$ cat src/rtl/tmr_clk_pkg.sv
package tmr_clk_pkg;
  localparam int unsigned SEL_W    = 4;
  localparam int unsigned NUM_TAPS = 6;
  localparam int unsigned NUM_EXT  = 4;
  localparam int unsigned CNT_W    = 16;
  localparam int unsigned PSC_W    = 2 * NUM_TAPS;

  localparam logic [SEL_W-1:0] SRC_DIV1 = 4'd0;
  localparam logic [SEL_W-1:0] SRC_TAP0 = 4'd1;
  localparam logic [SEL_W-1:0] SRC_EXT0 = 4'd8;
  localparam logic [SEL_W-1:0] SRC_CASC = 4'd12;

  typedef enum logic [1:0] {
    EDGE_RISE = 2'b00,
    EDGE_FALL = 2'b01,
    EDGE_BOTH = 2'b10
  } edge_mode_e;
endpackage

$ cat src/rtl/tmr_prescaler.sv
module tmr_prescaler
  import tmr_clk_pkg::*;
#(
  parameter int unsigned N_TAPS = NUM_TAPS
) (
  input  logic              clk_i,
  input  logic              rst_ni,
  output logic [N_TAPS-1:0] tap_o
);
  localparam int unsigned W = 2 * N_TAPS;

  logic [W-1:0] div_q;

  always_ff @(posedge clk_i or negedge rst_ni) begin
    if (!rst_ni) div_q <= '0;
    else         div_q <= div_q + 1'b1;
  end

  // tap k is a square wave of period 4^(k+1)
  for (genvar k = 0; k < N_TAPS; k++) begin : g_tap
    assign tap_o[k] = div_q[2*k+1];
  end
endmodule

$ cat src/rtl/tmr_src_sel.sv
module tmr_src_sel
  import tmr_clk_pkg::*;
#(
  parameter int unsigned N_TAPS = NUM_TAPS,
  parameter int unsigned N_EXT  = NUM_EXT
) (
  input  logic              clk_i,
  input  logic              rst_ni,
  input  logic [SEL_W-1:0]  src_sel_i,
  input  logic [1:0]        edge_sel_i,
  input  logic [N_TAPS-1:0] tap_i,
  input  logic [N_EXT-1:0]  ext_clk_i,
  input  logic              casc_i,
  input  logic              phase_mode_i,
  output logic              pulse_o
);
  logic [N_EXT-1:0] meta_q, sync_q;
  logic [SEL_W-1:0] sel_q;
  logic             lvl, lvl_q, edge_src, rise, fall, edge_hit;

  for (genvar j = 0; j < N_EXT; j++) begin : g_sync
    always_ff @(posedge clk_i or negedge rst_ni) begin
      if (!rst_ni) begin
        meta_q[j] <= 1'b0;
        sync_q[j] <= 1'b0;
      end else begin
        meta_q[j] <= ext_clk_i[j];
        sync_q[j] <= meta_q[j];
      end
    end
  end

  always_comb begin
    lvl      = 1'b0;
    edge_src = 1'b0;
    for (int k = 0; k < N_TAPS; k++) begin
      if (src_sel_i == SEL_W'(SRC_TAP0 + k)) begin
        lvl      = tap_i[k];
        edge_src = 1'b1;
      end
    end
    for (int j = 0; j < N_EXT; j++) begin
      if (src_sel_i == SEL_W'(SRC_EXT0 + j)) begin
        lvl      = sync_q[j];
        edge_src = 1'b1;
      end
    end
  end

  always_ff @(posedge clk_i or negedge rst_ni) begin
    if (!rst_ni) begin
      lvl_q <= 1'b0;
      sel_q <= SRC_DIV1;
    end else begin
      lvl_q <= lvl;
      sel_q <= src_sel_i;
    end
  end

  // history belongs to the previous source during a switch
  assign rise = lvl & ~lvl_q & (sel_q == src_sel_i);
  assign fall = ~lvl & lvl_q & (sel_q == src_sel_i);

  always_comb begin
    unique case (edge_sel_i)
      EDGE_RISE: edge_hit = rise;
      EDGE_FALL: edge_hit = fall;
      default:   edge_hit = rise | fall;
    endcase
  end

  always_comb begin
    if (phase_mode_i)                pulse_o = 1'b0;
    else if (src_sel_i == SRC_DIV1)  pulse_o = 1'b1;
    else if (src_sel_i == SRC_CASC)  pulse_o = casc_i;
    else                             pulse_o = edge_src & edge_hit;
  end

  AST_SWITCH_QUIET: assert property (@(posedge clk_i) disable iff (!rst_ni)
    (src_sel_i != $past(src_sel_i) && src_sel_i != SRC_DIV1 && src_sel_i != SRC_CASC)
      |-> !pulse_o);
endmodule

$ cat src/rtl/tmr_counter.sv
module tmr_counter
  import tmr_clk_pkg::*;
#(
  parameter int unsigned W = CNT_W
) (
  input  logic         clk_i,
  input  logic         rst_ni,
  input  logic         cnt_en_i,
  output logic [W-1:0] count_o,
  output logic         ovf_o
);
  logic [W-1:0] cnt_q;

  always_ff @(posedge clk_i or negedge rst_ni) begin
    if (!rst_ni)       cnt_q <= '0;
    else if (cnt_en_i) cnt_q <= cnt_q + 1'b1;
  end

  assign count_o = cnt_q;
  assign ovf_o   = cnt_en_i & (&cnt_q);

  AST_OVF_WRAP: assert property (@(posedge clk_i) disable iff (!rst_ni)
    ovf_o |=> (count_o == '0));
  AST_IDLE_HOLD: assert property (@(posedge clk_i) disable iff (!rst_ni)
    !cnt_en_i |=> $stable(count_o));
endmodule

$ cat src/rtl/tmr_clk_sel.sv
module tmr_clk_sel
  import tmr_clk_pkg::*;
#(
  parameter int unsigned N_TAPS = NUM_TAPS,
  parameter int unsigned N_EXT  = NUM_EXT,
  parameter int unsigned W      = CNT_W
) (
  input  logic             clk_i,
  input  logic             rst_ni,
  input  logic [SEL_W-1:0] src_sel_i,
  input  logic [1:0]       edge_sel_i,
  input  logic [N_EXT-1:0] ext_clk_i,
  input  logic             casc_i,
  input  logic             phase_mode_i,
  output logic             cnt_en_o,
  output logic [W-1:0]     count_o,
  output logic             ovf_o
);
  logic [N_TAPS-1:0] tap;

  tmr_prescaler #(.N_TAPS(N_TAPS)) u_psc (
    .clk_i (clk_i),
    .rst_ni(rst_ni),
    .tap_o (tap)
  );

  tmr_src_sel #(.N_TAPS(N_TAPS), .N_EXT(N_EXT)) u_sel (
    .clk_i       (clk_i),
    .rst_ni      (rst_ni),
    .src_sel_i   (src_sel_i),
    .edge_sel_i  (edge_sel_i),
    .tap_i       (tap),
    .ext_clk_i   (ext_clk_i),
    .casc_i      (casc_i),
    .phase_mode_i(phase_mode_i),
    .pulse_o     (cnt_en_o)
  );

  tmr_counter #(.W(W)) u_cnt (
    .clk_i   (clk_i),
    .rst_ni  (rst_ni),
    .cnt_en_i(cnt_en_o),
    .count_o (count_o),
    .ovf_o   (ovf_o)
  );

  AST_DIV1_EVERY: assert property (@(posedge clk_i) disable iff (!rst_ni)
    (src_sel_i == SRC_DIV1 && !phase_mode_i) |=> (count_o == W'($past(count_o) + 1'b1)));
  AST_CASC_ONCE: assert property (@(posedge clk_i) disable iff (!rst_ni)
    (src_sel_i == SRC_CASC && casc_i && !phase_mode_i) |=> (count_o == W'($past(count_o) + 1'b1)));
  AST_PHASE_HOLD: assert property (@(posedge clk_i) disable iff (!rst_ni)
    phase_mode_i |=> $stable(count_o));
endmodule

$ cat config.mk
export PLATFORM = sky130hd
export DESIGN_NAME = tmr_clk_sel
export DESIGN_NICKNAME = d
export VERILOG_FILES = /design/src/rtl/tmr_clk_pkg.sv /design/src/rtl/tmr_prescaler.sv /design/src/rtl/tmr_src_sel.sv /design/src/rtl/tmr_counter.sv /design/src/rtl/tmr_clk_sel.sv
export SDC_FILE = /design/constraint.sdc
export NUM_CORES = 1
export LEC_CHECK = 0
export BUFFER_PORTS_ARGS = -buffer_cell sky130_fd_sc_hd__buf_4
export CAP_MARGIN = 30
export CORE_ASPECT_RATIO = 0.75
export CORE_MARGIN = 8
export CORE_UTILIZATION = 49
export CTS_CLUSTER_DIAMETER = 200
export DETAILED_ROUTE_END_ITERATION = 16
export GPL_TIMING_DRIVEN = 0
export PLACE_DENSITY_LB_ADDON = 0.12
export SYNTH_ARGS = -nofsm -noshare
export SYNTH_HDL_FRONTEND = slang
export SYNTH_SLANG_ARGS = --single-unit
$ cat constraint.sdc
create_clock -name clk_i -period 6.2 [get_ports clk_i]
set_clock_uncertainty 0.2 [all_clocks]
set_input_delay 0 -clock clk_i [delete_from_list [all_inputs] [get_ports clk_i]]
set_output_delay 0 -clock clk_i [all_outputs]
set_load 0.05 [all_outputs]
==> results.md <==
- DRT iter0 DRCs: 105
- Finish-stage setup viols: 0
- Asr flop ratio synth: 1.000
- Area Growth Syn to Fin: 27.91%
- Largest net degree at the start of global routing: 42
- Fmax: 324.5 MHz
- Worst R2R Start: u_sel.sel_q[3]
- Proportion of layout cells with a drive suffix above 1: 0.2350
- Main flop type after synthesis: dfrtp_1
- Critical Path Start: src_sel_i[1]
- Routed wire per std cell: 14.49 um
- Post-DP HPWL: 2815 um
- Cell row count: 19
- Fin. Hold Viols: 0
- Syn. warnings: 0
- DRT antenna net count: 0
- Nets: 232
- Cell area after synthesis: around 1900 um2
- H-tree levels: 2
- Tcrit/Tclk final: 0.4970
- Worst vdd ir: around 0.29 mV
- Lkg Pwr: 1.169 nW
- Setup TNS: 0 ps
- Worst Path Required: 6000 ps
- Post-layout min period: 3081 ps
- Reg clk slew, reported paths: 80 ps
- Critical Path End: ovf_o
- CTS tree: done
- Die Span Y: 70.01 um
- Clk_lat worst skew: 300 ps
- Syn avg cell area: around 11 um2
- WL final: 3898 um
- Core Area: 3685 um2
- Die Area: 6161 um2
- Yosys top cell area share: 0.5384
- Inserted Diodes: 0
- Worst Tran Pin Value: 717.5 ps
- Dpl cells: 251
- PwrDens: approximately 270 nW/um2
- DRT Pass-1 Iters: 4
- Global route overflow: 0
- Sink Count: 41
- Clock buffer depth: 2
- Die X-Extent: 88.01 um
- Vias: 1433
- WS Path Type: in -> out
- Critical Path Start Type: primary input
- Vias/cell: 5.327
- Final Slew Violations: 0
- Status: completed
- Critical-path maximum fanout: 10
- Initial antenna violation count: 0
- R2R cell count: 6
- Clk root buf: clkbuf_8
- Mapped Nets: 184
- First-pass GRT wire length: between 6000 and 7000 um
- Commonest cells after routing, fill and taps aside: 41 x dfrtp_1, 31 x buf_4, 17 x xor2_1, 12 x nand3_1, 12 x xnor2_1
- Starting Density: 0.5171
- Yosys cell types: 38
- #FFs+latches synth: 41
- Final Non-Filler Cells: 269
- Area contributors post-synth: dfrtp_1 54%, xor2_1 7.8%, xnor2_1 5.5%, nand3_1 3.2%, a211oi_1 3.2%
- R2r setup slk: 3600 ps
- CP arrival: 2880 ps
- Hold crit path type: in -> async
- RSZ-0062 raised after global routing: false
- Max_cap viols: 0
- Vias in the first global route: about 1500
- Sequential element share of the synthesized area: 0.5384
- Cells after Synth: 168
- Gr usage total: 0.1384
- Cts bufs inserted: 5
- EDFF count, synth: 0
- I/O pin cnt: 32
- Commonest non-fill, non-tap cell in the layout: dfrtp_1
- Slew Limit Headroom: 0.5166
- IO Port Bufs: 31
- Residual DRC: 0
- End of the worst register-to-register path: u_cnt.count_o[1]
- Leading area contributor after synthesis: dfrtp_1
- RePlAce Congestion: between 0.8 and 0.9
- Worst Setup End Kind: output port
-- report_power, final --
part / switching [W] / total (W) / internal (W)
Sequential: 0.0000171 / 0.000301 / 0.000284
Clock: 0.0000913 / 0.000251 / 0.000160
Combinational: 0.0000755 / 0.000118 / 0.0000422
Total: 0.000184 / 0.000670 / 0.000486
-- cells in the mapped netlist (all sizes together), types with 2 or more instances --
master,number
buf,4
dfrtp,41
a2111oi,6
a21oi,5
nand3,12
and3,7
ha,2
inv,8
nand4,2
and2b,2
xnor2,12
a32oi,2
a211oi,8
xor2,17
o21ai,4
nand2,11
nor2,9
-- stage by stage --
stage / setup slack [ps] / total power [W] / hold WS, ps / utilization / cell area, um2
6_report: 3119 / 0.0006696 / 14.24 / 0.6615 / 2437
3_5_place_dp: 3538 / 0.0004193 / -195.8 / 0.5980 / 2203
2_1_floorplan: 3118 / 0.0003755 / -495.6 / - / 1906
4_1_cts: 3119 / 0.0006761 / 23.98 / 0.6615 / 2437
3_3_place_gp: 3574 / 0.0004169 / -201.6 / 0.5980 / 2203
5_1_grt: 2930 / 0.0007016 / 47.07 / 0.6615 / 2437
-- flip-flops by register name (all words and copies together), names as in the netlist --
signal and flops:
u_sel.sel_q 4, u_sel.sync_q 4, u_cnt.count_o 16, u_sel.meta_q 4
u_sel.lvl_q 1, u_psc.div_q 12
-- area by class of cell --
class	count	area [um2]
Buffer	5	30.03
Timing Repair Buffer	41	332.8
Multi-Input combinational cell	114	819.5
Clock inverter	3	65.06
Sequential cell	41	1026
Clock buffer	5	68.82
Inverter	8	30.03
Tap cell	52	65.06
Fill cell	286	1247
-- kinds of logic (layout without fill, tap and decap cells) --
kind of cell    after synthesis  after routing  share of synthesized area
simple gates                 51             51                     0.1412
flops                        41             41                     0.5384
compound gates               30             30                     0.1313
xor+xnor                     29             29                     0.1333
buf+inv                      13             62                    0.03151
fa+ha+maj                     2              2                    0.01313
mux                           2              2                    0.01116
-- how the worst min path moves through the flow --
stage,from,to,slack [ps],cells past startpoint
finish,rst_ni,u_sel.meta_q[2],10,2
global route,rst_ni,u_psc.div_q[2],50,2
CTS,rst_ni,u_sel.meta_q[2],20,2
detailed placement,rst_ni,u_psc.div_q[1],-200,1
global placement,rst_ni,u_psc.div_q[0],-200,1
floorplan,rst_ni,u_cnt.count_o[0],-500,0
-- repair_timing --
| item | in CTS | in global routing |
|---|---|---|
| hold buffers | 10 | 0 |
| buffers inserted | 0 | 0 |
| endpoints found under the hold margin | 54 | 0 |
| resized for setup | 0 | 0 |
-- metal layers --
layer / wire (um) / up-vias / global-route usage
li1: - / 691 / -
met5: 0 / - / 0
met3: 284 / 9 / 0.04089
met4: 83 / 0 / 0.06168
met2: 1632 / 50 / 0.2033
met1: 1898 / 683 / 0.1821
-- critical path, stage by stage --
cell and delay, ps:
dlygate4sd3_1 540, buf_4 150, buf_2 170, and3_1 190, o32a_1 360, o21ai_0 600, buf_2 370, a211oi_1 130
and2_1 170, buf_4 180
(Power assumes the default switching activity.)
